`config.mk`:
```
export PLATFORM = sky130hd
export DESIGN_NAME = cfg_xlat_top
export DESIGN_NICKNAME = d
export VERILOG_FILES = /design/src/rtl/cfg_xlat_pkg.sv /design/src/rtl/cfg_addr_dec.sv /design/src/rtl/cfg_hdr_reg.sv /design/src/rtl/cfg_req_eng.sv /design/src/rtl/cfg_xlat_top.sv
export SDC_FILE = /design/constraint.sdc
export NUM_CORES = 1
export LEC_CHECK = 0
export CAP_MARGIN = 5
export CORE_MARGIN = 1.5
export CORE_UTILIZATION = 45
export CTS_CLUSTER_DIAMETER = 100
export CTS_CLUSTER_SIZE = 28
export DETAILED_ROUTE_END_ITERATION = 8
export DONT_BUFFER_PORTS = 1
export GPL_TIMING_DRIVEN = 0
export PLACE_DENSITY = 0.6
export RECOVER_POWER = 100
export SYNTH_ARGS = -nofsm -noshare
export SYNTH_HDL_FRONTEND = slang
export SYNTH_SLANG_ARGS = --single-unit
```
`constraint.sdc`:
```
create_clock -name clk -period 1.93 [get_ports clk]
set_input_delay 0.2895 -clock clk [delete_from_list [all_inputs] [get_ports clk]]
set_output_delay 0.2895 -clock clk [all_outputs]
set_load 0.05 [all_outputs]
```
`src/rtl/cfg_xlat_pkg.sv`:
```
package cfg_xlat_pkg;
  localparam int BUS_W   = 8;
  localparam int DEVFN_W = 8;
  localparam int BE_W    = 4;
  localparam int DATA_W  = 32;
  localparam int REG_W   = 12;

  // Header layout: devfn at bit 0, bus above it, mask above that, force on top
  typedef struct packed {
    logic               fbe;
    logic [BE_W-1:0]    be;
    logic [BUS_W-1:0]   bus;
    logic [DEVFN_W-1:0] devfn;
  } cfg_hdr_t;

  localparam int HDR_W = $bits(cfg_hdr_t);

  typedef struct packed {
    logic [BUS_W-1:0]   bus;
    logic [DEVFN_W-1:0] devfn;
    logic [REG_W-1:0]   regno;
    logic [BE_W-1:0]    be;
    logic               wr;
    logic [DATA_W-1:0]  data;
  } cfg_req_t;
endpackage

```
`src/rtl/cfg_addr_dec.sv`:
```
module cfg_addr_dec #(
  parameter int ADDR_W = 13,
  parameter int REG_W  = 12,
  parameter logic [ADDR_W-1:0] HDR_OFF  = 13'h0140,
  parameter logic [ADDR_W-1:0] WIN_BASE = 13'h1000
) (
  input  logic [ADDR_W-1:0] addr,
  output logic              hit_hdr,
  output logic              hit_win,
  output logic [REG_W-1:0]  win_off
);
  assign hit_hdr = (addr == HDR_OFF);
  assign hit_win = (addr[ADDR_W-1:REG_W] == WIN_BASE[ADDR_W-1:REG_W]);
  assign win_off = addr[REG_W-1:0];
endmodule

```
`src/rtl/cfg_hdr_reg.sv`:
```
module cfg_hdr_reg
  import cfg_xlat_pkg::*;
(
  input  logic              clk,
  input  logic              rst,
  input  logic              wr_en,
  input  logic [DATA_W-1:0] wdata,
  output cfg_hdr_t          hdr,
  output logic [DATA_W-1:0] rd_word
);
  always_ff @(posedge clk) begin
    if (rst)        hdr <= '0;
    else if (wr_en) hdr <= cfg_hdr_t'(wdata[HDR_W-1:0]);
  end

  assign rd_word = {{(DATA_W-HDR_W){1'b0}}, hdr};
endmodule

```
`src/rtl/cfg_req_eng.sv`:
```
module cfg_req_eng
  import cfg_xlat_pkg::*;
(
  input  logic              clk,
  input  logic              rst,
  input  logic              start,
  input  cfg_req_t          req_in,
  input  logic              cpl_valid,
  input  logic              cpl_ur,
  input  logic [DATA_W-1:0] cpl_data,
  output logic              busy,
  output cfg_req_t          req_q,
  output logic              done,
  output logic [DATA_W-1:0] rdata
);
  logic closing;
  assign closing = busy && cpl_valid;

  always_ff @(posedge clk) begin
    if (rst) begin
      busy  <= 1'b0;
      req_q <= '0;
      done  <= 1'b0;
      rdata <= '0;
    end else begin
      done <= closing;
      if (start) begin
        busy  <= 1'b1;
        req_q <= req_in;
      end else if (closing) begin
        busy <= 1'b0;
        if (req_q.wr)    rdata <= '0;
        else if (cpl_ur) rdata <= '1;
        else             rdata <= cpl_data;
      end
    end
  end
endmodule

```
`src/rtl/cfg_xlat_top.sv`:
```
module cfg_xlat_top
  import cfg_xlat_pkg::*;
#(
  parameter int ADDR_W = 13,
  parameter logic [ADDR_W-1:0] HDR_OFF  = 13'h0140,
  parameter logic [ADDR_W-1:0] WIN_BASE = 13'h1000
) (
  input  logic               clk,
  input  logic               rst,
  input  logic               cpu_req,
  input  logic               cpu_we,
  input  logic [ADDR_W-1:0]  cpu_addr,
  input  logic [DATA_W-1:0]  cpu_wdata,
  input  logic [BE_W-1:0]    cpu_wstrb,
  output logic               cpu_ready,
  output logic               cpu_ack,
  output logic [DATA_W-1:0]  cpu_rdata,
  output logic               rq_valid,
  output logic               rq_write,
  output logic [BUS_W-1:0]   rq_bus,
  output logic [DEVFN_W-1:0] rq_devfn,
  output logic [REG_W-1:0]   rq_reg,
  output logic [BE_W-1:0]    rq_be,
  output logic [DATA_W-1:0]  rq_data,
  input  logic               cpl_valid,
  input  logic               cpl_ur,
  input  logic [DATA_W-1:0]  cpl_data
);
  localparam int LANE_SKIP = 2;   // byte-offset bits below a dword

  logic              hit_hdr, hit_win;
  logic [REG_W-1:0]  win_off;
  cfg_hdr_t          hdr;
  logic [DATA_W-1:0] hdr_word;
  logic              busy, eng_done;
  logic [DATA_W-1:0] eng_rdata;
  cfg_req_t          new_req, cur_req;
  logic [BE_W-1:0]   sel_be;
  logic              accept;
  logic              loc_ack;
  logic [DATA_W-1:0] loc_rdata;

  assign cpu_ready = !busy;
  assign accept    = cpu_req && cpu_ready;

  cfg_addr_dec #(
    .ADDR_W(ADDR_W), .REG_W(REG_W), .HDR_OFF(HDR_OFF), .WIN_BASE(WIN_BASE)
  ) u_dec (
    .addr(cpu_addr), .hit_hdr(hit_hdr), .hit_win(hit_win), .win_off(win_off)
  );

  cfg_hdr_reg u_hdr (
    .clk(clk), .rst(rst),
    .wr_en(accept && hit_hdr && cpu_we),
    .wdata(cpu_wdata),
    .hdr(hdr), .rd_word(hdr_word)
  );

  // Per-lane byte-enable source: programmed mask or access strobe
  for (genvar ln = 0; ln < BE_W; ln++) begin : g_lane
    assign sel_be[ln] = hdr.fbe ? hdr.be[ln] : cpu_wstrb[ln];
  end

  always_comb begin
    new_req       = '0;
    new_req.bus   = hdr.bus;
    new_req.devfn = hdr.devfn;
    new_req.regno = {win_off[REG_W-1:LANE_SKIP], {LANE_SKIP{1'b0}}};
    new_req.be    = sel_be;
    new_req.wr    = cpu_we;
    new_req.data  = cpu_wdata;
  end

  cfg_req_eng u_eng (
    .clk(clk), .rst(rst),
    .start(accept && hit_win),
    .req_in(new_req),
    .cpl_valid(cpl_valid), .cpl_ur(cpl_ur), .cpl_data(cpl_data),
    .busy(busy), .req_q(cur_req), .done(eng_done), .rdata(eng_rdata)
  );

  // Header and unmapped accesses finish locally in one cycle
  always_ff @(posedge clk) begin
    if (rst) begin
      loc_ack   <= 1'b0;
      loc_rdata <= '0;
    end else begin
      loc_ack <= accept && !hit_win;
      if (accept && !hit_win)
        loc_rdata <= (hit_hdr && !cpu_we) ? hdr_word : '0;
    end
  end

  assign cpu_ack   = loc_ack | eng_done;
  assign cpu_rdata = eng_done ? eng_rdata : loc_rdata;

  assign rq_valid = busy;
  assign rq_write = cur_req.wr;
  assign rq_bus   = cur_req.bus;
  assign rq_devfn = cur_req.devfn;
  assign rq_reg   = cur_req.regno;
  assign rq_be    = cur_req.be;
  assign rq_data  = cur_req.data;
endmodule

```
==> results of run 1 <==
## critical path, delay by kind of cell (launching register included)
kind / cells / cell delay (ns)
buf+inv: 1 / 0.20
flops: 1 / 0.39
mux: 1 / 0.54
## stage by stage
step / util [%] / TNS (ns) / area, um^2 / total power, uW / hold WS [ns]
finish: 56.41 / 0 / 6804 / 7045 / 0.002497
floorplan: - / 0 / 5582 / 3507 / 0.3784
detailed placement: 48.02 / -0.9185 / 5792 / 3605 / 0.3857
CTS: 56.56 / -0.07054 / 6822 / 7077 / 0.0003144
global route: 56.41 / 0 / 6804 / 7269 / 0.01064
global placement: 48.02 / -0.4883 / 5792 / 3590 / 0.3838
## worst paths after layout
kind,cells past startpoint,slack [ns],endpoint
setup reg to reg,7,0.12,u_eng.req_q[29]
hold / removal,2,0.002,u_eng.req_q[16]
setup / recovery,2,0.08,cpu_rdata[4]
hold reg to reg,2,0.48,u_eng.req_q[55]
## power by group
| part | total, uW | switching (uW) | leakage (uW) | internal, uW |
|---|---|---|---|---|
| logic | 430 | 262 | 0.00106 | 167 |
| clock network | 3430 | 1220 | 0.000308 | 2210 |
| registers | 3180 | 217 | 0.00114 | 2970 |
| total | 7050 | 1700 | 0.00250 | 5340 |
## synthesized netlist by cell type, drive strengths merged
library cell  number
a211oi             4
a21oi             92
a22o              21
and2              12
buf               19
clkbuf            37
conb               1
dfxtp            140
inv                1
mux2              21
mux2i             25
nand2            122
nand2b            44
nand3b             1
nor2              71
nor2b              1
nor3              35
nor4               1
nor4b              2
or2                1
## registers in the layout, indices dropped and copies added (netlist names)
name         flops
loc_ack          1
loc_rdata       21
u_eng.rdata     32
u_eng.busy       1
u_eng.done       1
u_eng.req_q     63
u_hdr.hdr       21
## routing by layer
metal  part of all wire, %  up-vias  GRT usage [%]
li1                      -     2274              -
met1                    42     2225          28.54
met2                    48      174          39.96
met3                   7.3       24          8.894
met4                   2.0        0          8.833
met5                     0        -              0
## what timing repair did
action / 4_1_cts / 5_1_grt
resized for setup: 18 / 5
endpoints found under the setup margin: 62 / 44
hold buffers: 38 / 0
hold endpoints to repair: 37 / 0
## cell families (layout without fill, tap and decap cells)
family / count (synthesis) / count (layout) / synth area share [%]
simple gates: 290 / 290 / 23.84
other cells: 1 / 2 / 0.06723
buf+inv: 57 / 125 / 4.665
compound gates: 117 / 117 / 12.45
mux: 46 / 46 / 8.726
flops: 140 / 140 / 50.25
## final cells by class
cell class	count	area, um^2
well taps	168	210.2
inverters	1	3.754
flip-flops and latches	140	2806
multi-input cells	455	2511
clock buffers	19	452.9
repair buffers	38	380.4
plain buffers	55	269.0
fillers	1113	5258
clock inverters	12	170.2
==> results.py, run 1 <==
metrics = {
    "outcome": {
        "status": "finished, final reports clean",
    },
    "setup_path": {
        "critPathSlowestCell": "mux2_1",
        "arrival_ns": 1.56,
        "crit-reg2reg-launch": "u_eng.busy",
        "end_kind": "output pin",
        "crit_type": "reg2out",
        "cp_max_fo": 10,
        "worst_ep_required_time_ns": 1.64,
        "cp_slowest_stage_delay_ns": 0.54,
        "cp-startpoint": "u_eng.done",
        "path_cells": "clkbuf_8 > mux2_1",
        "worstSetupStartpointType": "flop",
    },
    "logic_synthesis": {
        "netlist.area_leader.share_pct": 50.25,
        "synth-seq-area-share_pct": 50.25,
        "synth-seq-cells": 140,
        "netlist_instances": 651,
        "avgSynthCellArea_um2": 8.568,
        "synth_warnings": 0,
        "synth_area_leaders": "dfxtp_1, a21oi_1, nand2_1, nand2b_1, nor2_1",
        "syn_area_um2": 5578,
        "yosys.cell_types.count": 26,
        "synth_area_leader_cell": "dfxtp_1",
    },
    "floorplanning": {
        "pin_count": 187,
        "die_y_um": 114.3,
        "core_area_um2": 12060,
        "fp-row-count": 40,
        "dieWidth_um": 114.3,
        "initial_core_util_pct": 46.24,
        "die-area_um2": 13070,
    },
    "power_and_ir_drop": {
        "p_leak_uw": 0.002502,
        "p_per_area_nw_per_um2": 1035,
        "ir_drop_mv": 0.6048,
    },
    "timing": {
        "slew_violations": 0,
        "fmax_mhz": 541.3,
        "rsz0062_at_grt": "false",
        "finalHoldViolations": 0,
        "fin_crit_ns": 1.847,
        "worstMarginPinSlew_ns": 0.6580,
        "maxSlewHeadroom_pct": 56.13,
        "setup_viol": 0,
        "skew_ns": 0.009000,
        "timing.final.ws_setup_ns": 0.08258,
        "finalCritPeriodShare_pct": 95.72,
    },
    "grt": {
        "grtUsageTotal_pct": 24.05,
        "grt_pass1_wl_um": 23580,
        "antenna_found_initial": 0,
        "grt.overflow.total": 0,
        "grt_max_degree": 17,
        "grt_pass1_vias": 4668,
    },
    "placement": {
        "dp_cells": 820,
        "port_buffers": 0,
        "dp_hpwl_um": 11050,
        "pre_cts_ws_ns": -0.1031,
        "place.gp.congestion": 0.8098,
    },
    "layout": {
        "final_cells": 888,
        "layout_common_cells": "dfxtp_1, nand2_1, a21oi_1",
        "nets": 795,
        "drive_gt1_share_pct": 13.47,
        "syn_to_final_growth_pct": 21.98,
        "diodes": 0,
        "final_common_cell": "dfxtp_1",
    },
    "worst_hold_path": {
        "hp-class": "in2reg",
        "min_from": "cpu_wdata[16]",
    },
    "drt": {
        "dr_total_vias": 4697,
        "drtAntennaViolNets": 0,
        "drt-initial-drc-count": 280,
        "dr.pass1.iters": 5,
        "wl_um": 15540,
        "avgRoutedWirePerCell_um": 17.50,
        "routed_via_density": 5.289,
        "route.detailed.drc": 0,
    },
    "clocking": {
        "cts.sinks": 140,
        "clk_latency_ns": 0.43,
        "clockBufferDepth": 2,
        "cts_buffers": 17,
        "cts_setup_buffers": 0,
        "path_clk_slew_ns": 0.06,
        "cts_root_buf": "clkbuf_16",
        "cts_max_level": 4,
        "tritoncts": "yes",
    },
    "run": {
        "maxCapViolations": 0,
    },
}
(Power assumes the default switching activity.)
==> run 2: changes to the inputs <==
clock period = 1.7 ns   (was 1.93 ns; I/O delays follow)
==> results.py, run 2 (synthesis gave the netlist of run 1 again) <==
metrics = {
    "timing": {
        "finalCritPeriodShare_pct": 99.55,
        "maxSlewHeadroom_pct": 55.68,
        "worstMarginPinSlew_ns": 0.6648,
        "skew_ns": 0.01106,
        "slew_violations": 0,
        "timing.final.ws_setup_ns": 0.007577,
        "finalHoldViolations": 0,
        "rsz0062_at_grt": "true",
        "fmax_mhz": 590.9,
        "setup_viol": 0,
        "fin_crit_ns": 1.692,
    },
    "floorplanning": {
        "dieWidth_um": 114.3,
        "die_y_um": 114.3,
        "pin_count": 187,
        "core_area_um2": 12060,
        "fp-row-count": 40,
        "initial_core_util_pct": 46.24,
        "die-area_um2": 13070,
    },
    "drt": {
        "drtAntennaViolNets": 0,
        "wl_um": 15470,
        "routed_via_density": 5.212,
        "drt-initial-drc-count": 236,
        "dr_total_vias": 4675,
        "dr.pass1.iters": 6,
        "route.detailed.drc": 0,
        "avgRoutedWirePerCell_um": 17.24,
    },
    "layout": {
        "fin_util_pct": 58.10,
        "top_register": "u_eng.req_q",
        "nets": 804,
        "drive_gt1_share_pct": 15.50,
        "reg_top3": "u_eng.req_q x63, u_eng.rdata x32",
        "final_common_cell": "dfxtp_1",
        "layout_common_cells": "dfxtp_1, nand2_1, a21oi_1",
        "diodes": 0,
        "largest_reg_flops": 63,
        "syn_to_final_growth_pct": 25.64,
    },
    "setup_path": {
        "worstSetupStartpointType": "flop",
        "cp-startpoint": "u_eng.done",
        "r2r_cells": 5,
        "crit_type": "reg2out",
        "path_cells": "clkbuf_16 > mux2_4",
        "critPathSlowestCell": "dfxtp_2",
        "worst_ep_required_time_ns": 1.44,
        "cp_slowest_stage_delay_ns": 0.41,
        "crit_family": "flip-flops",
        "crit_buf_inv": 1,
        "worstSetupEndpoint": "cpu_rdata[9]",
        "rr_endpoint": "u_eng.rdata[8]",
        "reg2reg_slack_ns": 0.03,
        "cp.depth": 2,
        "end_kind": "output pin",
        "crit-reg2reg-launch": "u_eng.req_q[32]",
        "arrival_ns": 1.44,
        "cp_max_fo": 10,
    },
    "grt": {
        "grt_pass1_vias": 4716,
        "grtUsageTotal_pct": 24.19,
        "grt_max_degree": 17,
        "antenna_found_initial": 0,
        "grt_pass1_wl_um": 23810,
        "grt.overflow.total": 0,
    },
    "run": {
        "maxCapViolations": 0,
    },
    "clocking": {
        "tritoncts": "yes",
        "clk_latency_ns": 0.43,
        "cts_buffers": 17,
        "cts_setup_buffers": 0,
        "cts_max_level": 4,
        "cts_root_buf": "clkbuf_16",
        "path_clk_slew_ns": 0.06,
        "cts.sinks": 140,
        "clockBufferDepth": 2,
    },
    "outcome": {
        "status": "finished, final reports clean",
    },
    "power_and_ir_drop": {
        "p_per_area_nw_per_um2": 1145,
        "p_leak_uw": 0.002600,
        "ir_drop_mv": 0.6910,
    },
    "placement": {
        "place.gp.congestion": 0.8098,
        "port_buffers": 0,
        "dp_hpwl_um": 11050,
        "pre_cts_ws_ns": -0.3331,
    },
    "worst_hold_path": {
        "hp-class": "in2reg",
    },
}
-- run 2: cell count changes in the layout (fill, tap and decap cells not counted), sizes merged --
cell,before,now
clkbuf,57,62
buf,17,12
dlygate4sd3,38,47
-- run 2: how the worst min path moves through the flow --
stage | from | to | slack (ns) | cells past startpoint
finish | cpu_wstrb[0] | u_eng.req_q[33] | 0.08 | 2
floorplan | rst | loc_ack | 0.34 | 1
global route | cpu_we | loc_rdata[20] | 0.08 | 2
global placement | rst | loc_ack | 0.35 | 1
detailed placement | rst | loc_ack | 0.35 | 1
CTS | cpu_wdata[12] | u_eng.req_q[12] | 0.006 | 2
-- run 2: per-layer routing --
layer	GRT usage (%)	part of all wire (%)	up-vias
met5	0	0	-
met4	8.250	1.4	0
met3	8.682	6.9	18
met2	40.72	49	162
met1	28.67	43	2206
li1	-	-	2289
-- run 2: layout make-up --
| cell class | count | area, um^2 |
|---|---|---|
| Clock inverter | 12 | 170.2 |
| Sequential cell | 140 | 2809 |
| Clock buffer | 19 | 452.9 |
| Multi-Input combinational cell | 455 | 2601 |
| Inverter | 1 | 3.754 |
| Tap cell | 168 | 210.2 |
| Fill cell | 1081 | 5054 |
| Buffer | 55 | 290.3 |
| Timing Repair Buffer | 47 | 470.5 |
-- run 2: power breakdown --
group	switching, uW	internal, uW	leakage, uW
clock network	1370	2510	0.000308
registers	247	3370	0.00114
logic	314	214	0.00116
total	1930	6090	0.00260
-- run 2: per-stage QoR --
stage	instances	TNS, ns	instance area, um^2	hold slack [ns]	total power (uW)
2_1_floorplan	652	0	5582	0.3439	3982
3_3_place_gp	820	-21.53	5792	0.3493	4076
3_5_place_dp	820	-24.75	5792	0.3512	4093
4_1_cts	896	0	7005	0.005519	8067
5_1_grt	897	-3.363	7008	0.07637	8299
6_report	897	0	7008	0.08120	8023
-- run 2: what timing repair did --
item                       4_1_cts  5_1_grt
hold buffers                    46        1
hold endpoints to repair        65        1
gates resized for setup         50       15
setup endpoints to repair      161       85
pin swaps                        0        0
-- run 2: worst reg2reg max path: cells and delay by family, from the launching register on --
family | cells | cell delay, ns
flops | 1 | 0.50
simple gates | 2 | 0.17
buf+inv | 2 | 0.71
compound gates | 1 | 0.16
